File: src/rtl/dac_ilv_pkg.sv
package dac_ilv_pkg;

    typedef enum logic [1:0] {
        MODE_ILV = 2'b00,
        MODE_P1  = 2'b01,
        MODE_P2  = 2'b10,
        MODE_BAD = 2'b11
    } mode_e;

endpackage

File: src/rtl/dac_half_clk.sv
module dac_half_clk (
    input  logic clk_i,
    input  logic rst_i,
    output logic ph_o,
    output logic mon_o
);

    typedef struct packed {
        logic ph;
        logic mon;
    } hc_state_t;

    hc_state_t st_d, st_q;

    always_comb begin
        st_d     = st_q;
        st_d.ph  = ~st_q.ph;
        st_d.mon = st_q.ph;
        if (rst_i) begin
            st_d.ph  = 1'b0;
            st_d.mon = 1'b0;
        end
    end

    always_ff @(posedge clk_i) begin
        st_q <= st_d;
    end

    assign ph_o  = st_q.ph;
    assign mon_o = st_q.mon;

    AST_MON_DELAY: assert property (@(posedge clk_i) disable iff (rst_i)
        !$past(rst_i) |-> (mon_o == $past(ph_o)));

    AST_PHASE_ZERO: assert property (@(posedge clk_i)
        rst_i |=> (ph_o == 1'b0 && mon_o == 1'b0));

endmodule

File: src/rtl/dac_port_latch.sv
module dac_port_latch
    import dac_ilv_pkg::*;
#(
    parameter int DW = 12
) (
    input  logic          clk_i,
    input  logic          rst_i,
    input  logic          ph_i,
    input  logic [1:0]    mode_i,
    input  logic [DW-1:0] p1_i,
    input  logic [DW-1:0] p2_i,
    output logic [DW-1:0] lat1_o,
    output logic [DW-1:0] lat2_o,
    output mode_e         mode_o
);

    localparam logic [DW-1:0] MID = {1'b1, {(DW-1){1'b0}}};

    typedef struct packed {
        logic [DW-1:0] lat1;
        logic [DW-1:0] lat2;
        mode_e         mode;
    } cap_state_t;

    cap_state_t st_d, st_q;

    always_comb begin
        st_d = st_q;
        if (!ph_i) begin
            st_d.lat1 = p1_i;
            st_d.lat2 = p2_i;
            st_d.mode = mode_e'(mode_i);
        end
        if (rst_i) begin
            st_d.lat1 = MID;
            st_d.lat2 = MID;
            st_d.mode = MODE_ILV;
        end
    end

    always_ff @(posedge clk_i) begin
        st_q <= st_d;
    end

    assign lat1_o = st_q.lat1;
    assign lat2_o = st_q.lat2;
    assign mode_o = st_q.mode;

    AST_MODE_ON_CAPTURE: assert property (@(posedge clk_i) disable iff (rst_i)
        !$past(rst_i) && (mode_o != $past(mode_o)) |-> ($past(ph_i) == 1'b0));

    AST_LATCH_HOLD: assert property (@(posedge clk_i) disable iff (rst_i)
        ph_i |=> $stable(lat1_o) && $stable(lat2_o));

endmodule

File: src/rtl/dac_out_sel.sv
module dac_out_sel
    import dac_ilv_pkg::*;
#(
    parameter int DW = 12
) (
    input  logic          clk_i,
    input  logic          rst_i,
    input  logic          ph_i,
    input  mode_e         mode_i,
    input  logic [DW-1:0] lat1_i,
    input  logic [DW-1:0] lat2_i,
    input  logic [DW-1:0] p1_i,
    input  logic [DW-1:0] p2_i,
    output logic [DW-1:0] dac_o
);

    localparam logic [DW-1:0] MID = {1'b1, {(DW-1){1'b0}}};

    typedef struct packed {
        logic [DW-1:0] dac;
    } out_state_t;

    out_state_t st_d, st_q;

    always_comb begin
        st_d = st_q;
        case (mode_i)
            MODE_ILV: st_d.dac = ph_i ? lat1_i : lat2_i;
            MODE_P1:  st_d.dac = p1_i;
            MODE_P2:  st_d.dac = p2_i;
            MODE_BAD: st_d.dac = st_q.dac;
            default:  st_d.dac = st_q.dac;
        endcase
        if (rst_i) begin
            st_d.dac = MID;
        end
    end

    always_ff @(posedge clk_i) begin
        st_q <= st_d;
    end

    assign dac_o = st_q.dac;

    AST_BAD_HOLD: assert property (@(posedge clk_i) disable iff (rst_i)
        (mode_i == MODE_BAD) |=> $stable(dac_o));

    AST_FIRST_WORD: assert property (@(posedge clk_i) disable iff (rst_i)
        (mode_i == MODE_ILV) && ph_i |=> (dac_o == $past(lat1_i)));

    AST_RESET_MID: assert property (@(posedge clk_i)
        rst_i |=> (dac_o == MID));

endmodule

File: src/rtl/dac_ilv_ctrl.sv
module dac_ilv_ctrl
    import dac_ilv_pkg::*;
#(
    parameter int DW = 12
) (
    input  logic          clk_i,
    input  logic          rst_i,
    input  logic [1:0]    mode_i,
    input  logic [DW-1:0] port1_i,
    input  logic [DW-1:0] port2_i,
    output logic [DW-1:0] dac_o,
    output logic          phase_mon_o,
    output logic          mode_err_o
);

    logic          ph;
    logic [DW-1:0] lat1, lat2;
    mode_e         mode_q;

    dac_half_clk u_half (
        .clk_i (clk_i),
        .rst_i (rst_i),
        .ph_o  (ph),
        .mon_o (phase_mon_o)
    );

    dac_port_latch #(.DW(DW)) u_cap (
        .clk_i  (clk_i),
        .rst_i  (rst_i),
        .ph_i   (ph),
        .mode_i (mode_i),
        .p1_i   (port1_i),
        .p2_i   (port2_i),
        .lat1_o (lat1),
        .lat2_o (lat2),
        .mode_o (mode_q)
    );

    dac_out_sel #(.DW(DW)) u_out (
        .clk_i  (clk_i),
        .rst_i  (rst_i),
        .ph_i   (ph),
        .mode_i (mode_q),
        .lat1_i (lat1),
        .lat2_i (lat2),
        .p1_i   (port1_i),
        .p2_i   (port2_i),
        .dac_o  (dac_o)
    );

    assign mode_err_o = (mode_q == MODE_BAD);

    AST_ERR_ON_CAPTURE: assert property (@(posedge clk_i) disable iff (rst_i)
        !$past(rst_i) && $rose(mode_err_o) |-> ($past(mode_i) == 2'b11));

endmodule

File: config.mk
export PLATFORM = sky130hd
export DESIGN_NAME = dac_ilv_ctrl
export DESIGN_NICKNAME = d
export VERILOG_FILES = /design/src/rtl/dac_ilv_pkg.sv /design/src/rtl/dac_half_clk.sv /design/src/rtl/dac_port_latch.sv /design/src/rtl/dac_out_sel.sv /design/src/rtl/dac_ilv_ctrl.sv
export SDC_FILE = /design/constraint.sdc
export NUM_CORES = 1
export LEC_CHECK = 0
export CAP_MARGIN = 20
export CELL_PAD_IN_SITES_DETAIL_PLACEMENT = 0
export CELL_PAD_IN_SITES_GLOBAL_PLACEMENT = 1
export CORE_MARGIN = 4
export CORE_UTILIZATION = 38
export DETAILED_ROUTE_END_ITERATION = 7
export PLACE_DENSITY = 0.75
export SLEW_MARGIN = 5
export SYNTH_ARGS = -nofsm -noshare
export SYNTH_HDL_FRONTEND = slang
export SYNTH_SLANG_ARGS = --single-unit
File: constraint.sdc
create_clock -name clk_i -period 2.2 [get_ports clk_i]
set_clock_uncertainty 0.15 [all_clocks]
set_input_delay 0.44 -clock clk_i [delete_from_list [all_inputs] [get_ports clk_i]]
set_output_delay 0.44 -clock clk_i [all_outputs]
set_load 0.005 [all_outputs]
; ---- Word-level counts from Yosys, hierarchy flattened
; Cells that the tools add are included.
[word_totals]
memories = 0
elab_cells = 13
ff_bits = 40
input_bits = 28
ram_bits = 0
mem_bits_ro = 0
latch_bits = 0
[classes]
mul = 0
shifts = 0
bitwise = 1
eq_ne = 3
n_div = 0
n_lt_le_gt_ge = 0
add_sub_neg = 0
reduce_logical = 1
mux = 2
[op_table]
columns = op, count
row1 = $pmux 12 s3, 1
row2 = $mux 12, 1
row3 = $eq 2x2->1 const B, 2
row4 = $eq 2x1->1 const B, 1
row5 = $logic_not 2->1, 1
row6 = $not 1->1, 1

; ---- Depth between registers and ports, before layout
; Gate-level depths: netlist (run 1).
[logic_depth]
word_depth = 2
mapped_depth = 6
ltp_nobuf = 5

; ---- By module
; A second synthesis (run 1) with hierarchy kept.
[unflattened]
cells_unflattened = 175
area_unflattened_um2 = 1799.2
[modules_own_cells]
columns = module, n_inst, area_each_um2, cells_each, seq_area_each_um2
row1 = dac_port_latch, 1, 945.9, 84, 520.5
row2 = dac_out_sel, 1, 789.5, 86, 240.2
row3 = dac_half_clk, 1, 57.6, 4, 40.0
row4 = dac_ilv_ctrl, 1, 6.3, 1, 0.0

; ---- Worst setup path after synthesis (run 1)
; OpenSTA, ideal clock, no wires.
[synth_timing]
path_type = register to register
start = reg u_cap.st_q (netlist bit u_cap.mode_o[0])
end = reg u_out.st_q (netlist bit u_out.dac_o[10])
path_slack_ns = 0.606
t_arrival_ns = 1.309
period_less_slack_ns = 1.594
stages_incl_launch_ff = 7
path_buffers = 1
path_cell_list = dfxtp_1 -> inv_1 -> ha_1 -> or2_4 -> buf_6 -> a221oi_2 -> a2111oi_2
[synth_via]
elab_chain_cells = 2
elab_cells_between_ends = 5
[synth_rtl]
columns = element, line
row1 = "start, declared", dac_port_latch.sv:25  ; cap_state_t st_d, st_q;
row2 = "start signal, assigned", dac_port_latch.sv:42  ; st_q <= st_d;
row3 = "$eq 2x2->1, or another cell as far along", dac_out_sel.sv:27  ; case (mode_i)
row4 = $pmux 12 s3, dac_out_sel.sv:27
row5 = "end signal, assigned", dac_out_sel.sv:40  ; st_q <= st_d;
row6 = "end, declared", dac_out_sel.sv:23  ; out_state_t st_d, st_q;
; Parallel ways exist; a longest one is shown, timed or not.
; A chain may end at the register's enable or synchronous reset.

; ---- Worst setup path after layout (run 1)
[layout_timing]
start = reg u_cap.st_q (netlist bit u_cap.mode_o[1])
end = out mode_err_o
[layout_via]
elab_chain_cells = 1
[layout_rtl]
columns = element, line
row1 = $eq 2x2->1, dac_ilv_ctrl.sv:51  ; assign mode_err_o = (mode_q == MODE_BAD);
row2 = "end, declared", dac_ilv_ctrl.sv:13  ; output logic mode_err_o
; No other way between the ends.

==> run metrics, run 1 <==
vias in the first global route=1427; fraction of layout cells with a size suffix above 1=0.159; Post-synth EDFFs=0; setup tns final=0 ps; critical path class=reg2out; largest buffer count on any clock path=2; Final ANT Viol Nets=0; pwr dens=701 nW/um^2; Final min period=2060 ps; FP Rows=25; FF+latch count, synth=40; # diodes=0; DR pass1 iterations=4; fin worst setup slack=about 140 ps; die width=about 78 um; GP Congestion=between 0.7 and 0.8; Final Max Slew Viols=0; CTS tree=yes; top-level I/O count=42; Mapped Area=about 1900 um^2; status=finished clean; Cell variety after synth=24; number of buffers created by CTS=5; Hold WC Path Type=reg2reg; GRT Total Usage=0.143; area share of the largest cell type after synthesis=0.426; R2R depth=5; warning count from the yosys run=0; Num Clock Sinks=40; CP delay by family, top=buffers and inverters; pin count of the biggest net entering global routing=32; WHS=roughly 310 ps; RSZ-0062 raised after global routing=false; worst-path cell with the longest stage delay=clkdlybuf4s50_1; core area=4750 um^2; htree depth=2; Worst-path clk slew=70 ps; crit-path max FO=4; leading cell type by number of instances after synthesis=dfxtp_1; worst r2r dst=u_out.dac_o[1]; clock root buffer=clkbuf_8; Hold Startpoint=u_out.dac_o[0]; DP HPWL=2870 um; CP Data Arrival Time=1470 ps; syn_nets=219; VDD IR max=0.000420 V; cells after synthesis=approximately 190; Pleak=0.920 nW; Max stage delay on crit path=540 ps; first-pass GRT wire length=6870 um; Critical Path, Cell by Cell=ha_1 -> clkdlybuf4s50_1; antenna violations before repair=0; Worst Setup Start Kind=register; most frequent cells after synthesis=40 x dfxtp_1, 22 x nand2b_1, 14 x inv_1, 14 x nor2_1; worst-skew pair later-pin latency=280 ps; Final Hold Viols=0; max cap viols=0; R2R setup slack=390 ps; Hold Path Stages=2; die area=between 6000 and 7000 um^2; P&R area growth vs syn=28.1%; WL/cell=14.0 um; worst r2r src=u_cap.mode_o[0]; worst path bufs/invs=1; worst slack, placed=about 150 ps; Hold Crit Endpoint=u_out.dac_o[0]; Main synth FF type=dfxtp_1; Vias/cell=about 4.9; Area contributors post-synth=dfxtp_1 43%, a2111oi_2 8.0%, nand2b_1 7.3%; DRT iter0 DRCs=56; Final period util=0.935; largest area contributor in the netlist=dfxtp_1; DR vias=between 1k and 1.5k; Slew HR=0.518; DR DRC count=0; setup violators final=0; endpoint type of the worst setup path=output pin; Initial Util=0.395; CP Data Required Time=~1600 ps; global route overflow=0; Die Ht=approximately 78 um; FFs w/ async S/R, synth=0; sequential fraction of the synthesis area=0.426; worst-margin pin slew=roughly 720 ps; Final Util=0.506; # port buffers=41; Nets=257; Mapped Avg Cell Area=about 10 um^2; Max Fclk=486 MHz; Total Wirelength=around 4000 um
-- cells by family after synthesis --
| group | count (synthesis) | synth area share |
|---|---|---|
| AO/OA/AOI/OAI | 39 | 0.217 |
| multiplexers | 14 | 0.0753 |
| flip-flops | 40 | 0.426 |
| buffers and inverters | 29 | 0.0853 |
| AND/OR/NAND/NOR | 63 | 0.177 |
| adder cells (fa/ha/maj) | 3 | 0.0200 |
-- sequential cells by signal (all words and copies together), names as in the netlist --
| name | flops |
|---|---|
| u_cap.lat1_o | 12 |
| u_cap.mode_o | 2 |
| u_half.ph_o | 1 |
| u_half.mon_o | 1 |
| u_out.dac_o | 12 |
| u_cap.lat2_o | 12 |
-- stage by stage --
step                total power, W  std cells  instance area [um^2]
floorplan                  0.00106        188                  1880
detailed placement         0.00121        286                  2310
global placement           0.00120        286                  2310
CTS                        0.00171        294                  2400
finish                     0.00169        294                  2410
global route               0.00178        294                  2410
-- cells in the final DEF (no fill, tap or decap), types with 3 or more instances in the layout --
master / netlist / layout
a2111oi_2: 10 / 10
a21oi_1: 13 / 13
a221oi_2: 9 / 9
and3_1: 11 / 11
buf_4: 1 / 4
clkbuf_8: 0 / 6
clkdlybuf4s50_1: 0 / 40
dfxtp_1: 40 / 39
ha_1: 3 / 3
inv_1: 14 / 14
mux2i_1: 13 / 13
nand2_1: 12 / 12
nand2b_1: 22 / 22
nor2_1: 14 / 14
-- tightest hold or removal path, stage by stage (launching register included) --
cell,delay (ps)
dfxtp_1,320
inv_1,50
a2111oi_1,60
-- power breakdown --
group          internal [W]  total [W]  switching (W)
clock network      0.000250   0.000500       0.000250
registers          0.000785   0.000823      0.0000377
logic              0.000201   0.000364       0.000163
total               0.00124    0.00169       0.000450
-- final cells by class --
class | instances | area (um^2)
inverter | 14 | 52.6
tap | 67 | 83.8
multi-input combinational | 119 | 920
timing repair buffer | 46 | 455
fill | 461 | 2350
clock buffer | 6 | 82.6
sequential | 40 | 802
clock inverter | 2 | 10.0
-- how the worst max path moves through the flow --
stage,from,end,slack (ps),cells past startpoint
5_1_grt,u_cap.mode_o[1],mode_err_o,10,2
3_5_place_dp,u_cap.mode_o[0],u_out.dac_o[3],150,5
4_1_cts,u_cap.mode_o[0],u_out.dac_o[9],130,5
2_1_floorplan,u_cap.mode_o[0],u_out.dac_o[10],610,6
3_3_place_gp,u_cap.mode_o[0],u_out.dac_o[6],200,5
6_report,u_cap.mode_o[1],mode_err_o,140,2
-- routing by layer --
metal | global-route usage | vias up | wire, um
li1 | - | 729 | -
met1 | 0.179 | 675 | 1930
met4 | 0.0524 | 0 | 55
met5 | 0 | - | 0
met3 | 0.0447 | 5 | 229
met2 | 0.229 | 30 | 1900
-- timing repair --
| action | in CTS | in global routing |
|---|---|---|
| hold buffers | 0 | 0 |
| buffers inserted | 0 | 0 |
| endpoints found under the setup margin | 0 | 11 |
| resized for setup | 0 | 1 |
(Power assumes the default switching activity.)
==> inputs of run 2 (changes only) <==
--- a/config.mk
+++ b/config.mk
@@ -11,7 +11,7 @@
 export CORE_MARGIN = 4
 export CORE_UTILIZATION = 38
 export DETAILED_ROUTE_END_ITERATION = 7
-export PLACE_DENSITY = 0.75
+export PLACE_DENSITY = 0.9
 export SLEW_MARGIN = 5
 export SYNTH_ARGS = -nofsm -noshare
 export SYNTH_HDL_FRONTEND = slang
==> run 2 against run 1 <==
Compared with the run above: power decreased by 0.12%; critical path type unchanged; flip-flop and latch count unchanged; routed wire length decreased by 6.2%; cell area increased by 0.52%; die area unchanged; non-clock buffer count unchanged; largest cell class unchanged; sequential share of layout area decreased by 0.17 points; hold slack about the same.
==> run metrics, run 2 (synthesized netlist as in run 1, its figures left out) <==
status=finished clean; Max Fclk=487 MHz (+0.18%); GP Congestion=0.733 (+4.2%); Final min period=2050 ps (-3.74 ps); Initial Util=0.395 (unchanged); top-level I/O count=42 (unchanged); placed inst area=2330 um^2 (+0.76%); most frequent cells in the layout=41 x clkdlybuf4s50_1, 39 x dfxtp_1, 22 x nand2b_1; CP Data Required Time=1610 ps (about the same); fin worst setup slack=146 ps (+3.74 ps); clock root buffer=clkbuf_8; WHS=314 ps (-0.458 ps); # port buffers=41 (unchanged); worst-skew pair later-pin latency=290 ps (about the same); Num Clock Sinks=40 (unchanged); CTS tree=yes; GRT Total Usage=0.133 (-0.0100); DR pass1 iterations=5 (+1); Final period util=0.934 (-0.00170); Total Wirelength=3870 um (-6.2%); die area=6130 um^2 (unchanged); Vias/cell=4.96 (+1.4%); cts hold-fix bufs=0 (unchanged); Final Hold Viols=0 (unchanged); total power=0.00168 W (-0.12%); crit-path max FO=5 (+1); Critical Path, Cell by Cell=ha_1 -> clkdlybuf4s50_1; P&R area growth vs syn=28.8%; max cap viols=0 (unchanged); DR DRC count=0 (unchanged); setup violators final=0 (unchanged); antenna violations before repair=0 (unchanged); endpoint type of the worst setup path=output pin; worst-margin pin slew=792 ps (+68.6 ps); Slew HR=0.471 (-0.0468); pwr dens=696 nW/um^2 (-0.64%); Pleak=0.918 nW (-0.27%); vias in the first global route=1356 (-5.0%); Final ANT Viol Nets=0 (unchanged); worst-path cell with the longest stage delay=clkdlybuf4s50_1; setup tns final=0 ps (unchanged); DRT iter0 DRCs=91 (+63%); Nets=257 (unchanged); Final Max Slew Viols=0 (unchanged); first-pass GRT wire length=6400 um (-6.7%); DR vias=1459 (+1.4%); VDD IR max=0.000462 V (+10%); pin count of the biggest net entering global routing=41 (+28%); Max stage delay on crit path=530 ps (about the same); die width=78.3 um (unchanged); post-cts sizing count=0 (unchanged); CP Data Arrival Time=1460 ps (about the same); FP Rows=25 (unchanged); DP HPWL=2690 um (-6.5%); Worst Setup Start Kind=register; htree depth=2 (unchanged); Hold WC Path Type=reg2reg; Final Cell Area=2420 um^2 (+0.52%); postcts setup bufs=0 (unchanged); Worst-path clk slew=70 ps (about the same); WL/cell=13.1 um (-6.2%); fraction of layout cells with a size suffix above 1=0.141 (-0.0176); critical path class=reg2out; global route overflow=0 (unchanged); most common cell after layout, fill and taps aside=clkdlybuf4s50_1; Die Ht=78.3 um (unchanged); number of buffers created by CTS=5 (unchanged); core area=4750 um^2 (unchanged); largest buffer count on any clock path=2 (unchanged); RSZ-0062 raised after global routing=false; worst slack, placed=240 ps (+94.2 ps); # diodes=0 (unchanged)
run 2: changes by cell type in the layout (fill, tap and decap cells not counted):
cell             delta
clkinv_2            -2
buf_4               -1
nor2b_2             -1
clkdlybuf4s50_1     +1
buf_2               -1
clkbuf_1            +2
buf_12              +1
nor2b_1             +1
run 2: cell type report:
| class | count | area [um^2] |
|---|---|---|
| clock buffers | 8 | 90.1 |
| fillers | 482 | 2340 |
| inverters | 14 | 52.6 |
| multi-input cells | 119 | 917 |
| flip-flops and latches | 40 | 802 |
| well taps | 67 | 83.8 |
| repair buffers | 46 | 473 |
run 2: worst max-delay path: cells and delay by family, from the launching register on:
kind	cells	cell delay, ps
fa+ha+maj	1	260
flops	1	380
buf+inv	1	530
run 2: worst paths after layout:
path | start | endpoint | slack [ps] | cells past startpoint
max | u_cap.mode_o[1] | mode_err_o | 150 | 2
min | u_out.dac_o[0] | u_out.dac_o[0] | 310 | 2
max reg2reg | u_cap.mode_o[0] | u_out.dac_o[1] | 240 | 5
min reg2reg | u_out.dac_o[0] | u_out.dac_o[0] | 310 | 2
run 2: metal layers:
| metal | part of all wire | vias up | GRT usage |
|---|---|---|---|
| met2 | 0.45 | 39 | 0.197 |
| met1 | 0.46 | 681 | 0.175 |
| met3 | 0.066 | 8 | 0.0401 |
| li1 | - | 731 | - |
| met4 | 0.017 | 0 | 0.0629 |
| met5 | 0 | - | 0 |
run 2: where the power goes:
group	leakage [nW]	switching [W]	total [W]	internal, W
Clock	0.0455	0.000244	0.000500	0.000256
Combinational	0.540	0.000159	0.000362	0.000204
Sequential	0.332	0.0000375	0.000823	0.000785
Total	0.918	0.000440	0.00168	0.00124
run 2: stage by stage:
step	utilization	cells
finish	0.509	294
global route	0.509	294
CTS	0.509	294
detailed placement	0.490	286
global placement	0.490	286
floorplan	-	188
